**src/rtl/srec_pkg.sv**
```systemverilog
package srec_pkg;
   typedef enum logic {
      PAR_EVEN = 1'b0,
      PAR_ODD  = 1'b1
   } par_t;

   localparam int RUN_STYLE_COUNT = 0;
   localparam int RUN_STYLE_THERM = 1;
endpackage

```
**src/rtl/srec_parity_trk.sv**
```systemverilog
module srec_parity_trk
   import srec_pkg::*;
(
   input  logic clk,
   input  logic rst,
   input  logic adv,
   input  logic bit_i,
   output logic odd_o,
   output logic odd_nxt_o
);
   par_t par_q, par_d;

   always_comb begin
      par_d = par_q;
      if (adv && bit_i)
         par_d = (par_q == PAR_EVEN) ? PAR_ODD : PAR_EVEN;
   end

   always_ff @(posedge clk) begin
      if (rst) par_q <= PAR_EVEN;
      else     par_q <= par_d;
   end

   assign odd_o     = (par_q == PAR_ODD);
   assign odd_nxt_o = (par_d == PAR_ODD);

   AST_PAR_FLIP: assert property (@(posedge clk) disable iff (rst)
      (adv && bit_i) |=> (odd_o != $past(odd_o)));
   AST_PAR_ZERO_KEEP: assert property (@(posedge clk) disable iff (rst)
      (adv && !bit_i) |=> $stable(odd_o));
   AST_PAR_IDLE_KEEP: assert property (@(posedge clk) disable iff (rst)
      !adv |=> $stable(odd_o));
endmodule

```
**src/rtl/srec_run_det.sv**
```systemverilog
module srec_run_det
   import srec_pkg::*;
#(
   parameter int RUN_LEN   = 4,
   parameter int RUN_STYLE = RUN_STYLE_COUNT
) (
   input  logic clk,
   input  logic rst,
   input  logic adv,
   input  logic bit_i,
   output logic done_o,
   output logic done_nxt_o
);
   localparam int CW = $clog2(RUN_LEN + 1);

   generate
      if (RUN_LEN < 2) begin : g_bad_len
         $error("srec_run_det: RUN_LEN must be at least 2");
      end
      if (RUN_STYLE != RUN_STYLE_COUNT && RUN_STYLE != RUN_STYLE_THERM) begin : g_bad_style
         $error("srec_run_det: unknown RUN_STYLE");
      end

      if (RUN_STYLE == RUN_STYLE_THERM) begin : g_therm
         logic [RUN_LEN-1:0] th_q, th_d;
         always_comb begin
            th_d = th_q;
            if (adv && !th_q[RUN_LEN-1]) begin
               if (bit_i) th_d = {th_q[RUN_LEN-2:0], 1'b1};
               else       th_d = '0;
            end
         end
         always_ff @(posedge clk) begin
            if (rst) th_q <= '0;
            else     th_q <= th_d;
         end
         assign done_o     = th_q[RUN_LEN-1];
         assign done_nxt_o = th_d[RUN_LEN-1];
      end else begin : g_count
         localparam logic [CW-1:0] TOP = CW'(RUN_LEN);
         logic [CW-1:0] cnt_q, cnt_d;
         always_comb begin
            cnt_d = cnt_q;
            if (adv && cnt_q != TOP) begin
               if (bit_i) cnt_d = cnt_q + CW'(1);
               else       cnt_d = '0;
            end
         end
         always_ff @(posedge clk) begin
            if (rst) cnt_q <= '0;
            else     cnt_q <= cnt_d;
         end
         assign done_o     = (cnt_q == TOP);
         assign done_nxt_o = (cnt_d == TOP);

         AST_CNT_RANGE: assert property (@(posedge clk) disable iff (rst)
            cnt_q <= TOP);
      end
   endgenerate

   AST_RUN_STICKY: assert property (@(posedge clk) disable iff (rst)
      done_o |=> done_o);
   AST_RUN_NEEDS_ONE: assert property (@(posedge clk) disable iff (rst)
      $rose(done_o) |-> $past(adv && bit_i));
   AST_RUN_IDLE_KEEP: assert property (@(posedge clk) disable iff (rst)
      !adv |=> $stable(done_o));
endmodule

```
**src/rtl/srec_top.sv**
```systemverilog
module srec_top
   import srec_pkg::*;
#(
   parameter int RUN_LEN   = 4,
   parameter int RUN_STYLE = RUN_STYLE_COUNT
) (
   input  logic clk,
   input  logic rst,
   input  logic in_valid,
   input  logic in_bit,
   output logic match
);
   logic odd_q, odd_d, run_q, run_d, match_q;

   srec_parity_trk u_par (
      .clk       (clk),
      .rst       (rst),
      .adv       (in_valid),
      .bit_i     (in_bit),
      .odd_o     (odd_q),
      .odd_nxt_o (odd_d)
   );

   srec_run_det #(.RUN_LEN(RUN_LEN), .RUN_STYLE(RUN_STYLE)) u_run (
      .clk        (clk),
      .rst        (rst),
      .adv        (in_valid),
      .bit_i      (in_bit),
      .done_o     (run_q),
      .done_nxt_o (run_d)
   );

   always_ff @(posedge clk) begin
      if (rst) match_q <= 1'b0;
      else     match_q <= odd_d & run_d;
   end

   assign match = match_q;

   AST_RST_CLEAR: assert property (@(posedge clk)
      rst |=> !match);
   AST_MATCH_NEEDS_RUN: assert property (@(posedge clk) disable iff (rst)
      match |-> run_q);
   AST_MATCH_NEEDS_ODD: assert property (@(posedge clk) disable iff (rst)
      match |-> odd_q);
   AST_MATCH_IDLE_KEEP: assert property (@(posedge clk) disable iff (rst)
      !in_valid |=> $stable(match));
endmodule

```
**config.mk**
```make
export PLATFORM = sky130hd
export DESIGN_NAME = srec_top
export DESIGN_NICKNAME = d
export VERILOG_FILES = /design/src/rtl/srec_pkg.sv /design/src/rtl/srec_parity_trk.sv /design/src/rtl/srec_run_det.sv /design/src/rtl/srec_top.sv
export SDC_FILE = /design/constraint.sdc
export NUM_CORES = 1
export LEC_CHECK = 0
export BUFFER_PORTS_ARGS = -buffer_cell sky130_fd_sc_hd__clkbuf_2
export CORE_AREA = 2 2 39 41
export DETAILED_ROUTE_END_ITERATION = 8
export DIE_AREA = 0 0 41 43
export PLACE_DENSITY = 0.41
export SLEW_MARGIN = 0
export SYNTH_ARGS = -nofsm -noshare
export SYNTH_HDL_FRONTEND = slang
export SYNTH_SLANG_ARGS = --single-unit
```
**constraint.sdc**
```tcl
create_clock -name clk -period 2.8 [get_ports clk]
set_input_delay 0.14 -clock clk [delete_from_list [all_inputs] [get_ports clk]]
set_output_delay 0.14 -clock clk [all_outputs]
set_load 0.01 [all_outputs]
```
==> run_results.csv <==
group,metric,value,unit
sta,setup_viol,0,
sta,fin_crit_sh,0.519,
power_and_ir_drop,leakage,0.149,nW
floorplanning,start_util,0.189,
synth,yosysWarnings,0,
layout,num-fill-cells,153,
layout,drive_above_1_share,0.273,
floorplanning,rows,14,
clock_network,cts_tree,"built",
global_route,grt.busiest_layer,"met2",
detailed_routing,ant_nets,0,
floorplanning,die_y,43,um
detailed_routing,dr.first_iter.drc_count,0,
critical_path,crit_path_max_fanout,4,
clock_network,clock-sinks,5,
global_route,grt_pass1_wl,862,um
synth,avgSynthCellArea,10.5,um^2
floorplanning,die_area,1760,um^2
detailed_routing,wl_per_cell,8.47,um
global_route,overflow,0,
critical_path,critPathKind,"register to register",
detailed_routing,wl,415,um
critical_path,worstPathRequired,2.91,ns
layout,antenna_cells,0,
detailed_routing,vias,199,
clock_network,insertion_delay,0.24,ns
clock_network,cts_max_path_buffers,2,
floorplanning,ios,5,
critical_path,critical_path.top_delay_family,"flip-flops",
floorplanning,die-width,41,um
run_status,outcome,"finished clean",
clock_network,clk_pin_slew,0.04,ns
sta,slew_viol_final,0,
clock_network,numCtsBuffers,3,
synth,yosysSeqAreaShare,0.383,
synth,syn_inst,25,
critical_path,end_kind,"register",
place,dp_hpwl,336,um
detailed_routing,drc,0,
sta,skew,0.000318,ns
sta,rsz0062_at_grt,"no",
sta,timing.fmax,688,MHz
clock_network,cts_root_buf,"clkbuf_4",
min_path,hp-class,"input port to register",
global_route,gr-usage-met1,0.0903,
power_and_ir_drop,power_density,527,nW/um^2
critical_path,cp-start-kind,"register",
clock_network,cts_resized,0,
global_route,grt_pass1_vias,230,
layout,final_nets,40,
clock_network,cts_setup_buffers,0,
clock_network,htree_levels,1,
place,dp_cells,45,
global_route,grt_use_met2,0.100,
detailed_routing,avgViaCountPerCell,4.06,
power_and_ir_drop,p_total,173,uW
run,max-cap-violations,0,
place,io_buffer_count,4,
synth,ys_ff_latch,5,
global_route,grt_max_degree,7,
critical_path,path_buf_inv,1,
sta,fin_crit,1.45,ns
critical_path,max_stage_delay,0.37,ns
sta,tightestPinTransition,0.324,ns
global_route,grt_util_met3,0.0157,
place,place_congestion,0.571,
synth,netlist_area,262,um^2
synth,syn_nets,31,
clock_network,cts_hold_buf,0,
sta,setup_tns,0,ns
sta,maxSlewHeadroom,0.783,
global_route,track_usage,0.0754,
critical_path,slowest_stage,"dfxtp_1",
critical_path,crit_arrival,1.56,ns
layout,final_common_cell,"dfxtp_1",
sta,hold_viol,0,
layout,syn2layout_area_growth,25.4,%
power_and_ir_drop,worst_ir_drop_vdd,0.000220,V
synth,synth_cell_types,16,
detailed_routing,dr.pass1.iters,1,
critical_path,crit_chain,"inv_1 > ha_1 > or2b_1 > a211oi_1 > nor4bb_1",
global_route,antenna_found_initial,0,
floorplanning,core_area,1380,um^2
layout,layout_common_cells,"dfxtp_1 (5), clkbuf_2 (4), clkbuf_4 (3)",
layout,fin_cells,49,
## metal layers
layer | part of all wire | routed length [um] | up-vias
li1 | - | - | 102
met1 | 0.47 | 196 | 92
met2 | 0.47 | 193 | 5
met3 | 0.060 | 25 | 0
met4 | 0 | 0 | 0
met5 | 0 | 0 | -
## synth_stat cells, drive strengths merged
cell	count	share of area
dfxtp	5	0.38
ha	2	0.096
inv	2	0.029
mux2i	2	0.077
nor2	2	0.029
nor2b	2	0.048
a211oi	1	0.029
a21bo	1	0.038
a21boi	1	0.072
a21oi	1	0.019
and3b	1	0.033
and4b	1	0.038
nand2	1	0.014
nand3b	1	0.029
nor4bb	1	0.038
or2b	1	0.029
## report_power, final
group          total [mW]  switching (mW)  internal (mW)
logic              0.0167         0.00772        0.00897
clock network      0.0810          0.0273         0.0537
registers          0.0752         0.00139         0.0738
## area by class of cell
| class | instances | area, um^2 | share of cell area |
|---|---|---|---|
| timing repair buffer | 4 | 20.0 | 0.0611 |
| tap | 16 | 20.0 | 0.0611 |
| inverter | 2 | 7.51 | 0.0229 |
| clock buffer | 4 | 26.3 | 0.0802 |
| multi-input combinational | 18 | 154 | 0.469 |
| sequential | 5 | 100 | 0.305 |
## state kept, by name (all words and copies together) (netlist names)
register,flops
u_run.g_count.cnt_q,3
match,1
u_par.odd_o,1
## path summary, 6_finish.rpt
path | from | end | slack (ns) | cells after the start
setup / recovery | u_run.g_count.cnt_q[0]$_SDFF_PP0_ | match$_SDFF_PP0_ | 1.35 | 5
hold reg to reg | u_par.odd_o$_SDFF_PP0_ | u_par.odd_o$_SDFF_PP0_ | 0.53 | 2
hold / removal | rst | u_run.g_count.cnt_q[1]$_SDFF_PP0_ | 0.11 | 2
setup reg to reg | u_run.g_count.cnt_q[0]$_SDFF_PP0_ | match$_SDFF_PP0_ | 1.35 | 5
## metrics by stage
step	setup WS, ns	utilization	hold WS, ns	area (um^2)
floorplan	1.49	-	0.212	262
global placement	1.36	0.218	0.356	302
detailed placement	1.35	0.218	0.363	302
CTS	1.33	0.237	0.107	328
global route	1.16	0.237	0.140	328
finish	1.35	0.237	0.114	328
## logic make-up (layout without fill, tap and decap cells)
logic type | count (synthesis) | in the layout | synth area share
buffers and inverters | 2 | 10 | 0.0287
adders and majority gates | 2 | 2 | 0.0957
DFF | 5 | 5 | 0.383
muxes | 2 | 2 | 0.0766
AOI/OAI and AO/OA | 4 | 4 | 0.158
and+or+nand+nor | 10 | 10 | 0.258
No activity file was read; power rests on OpenSTA's default activity.
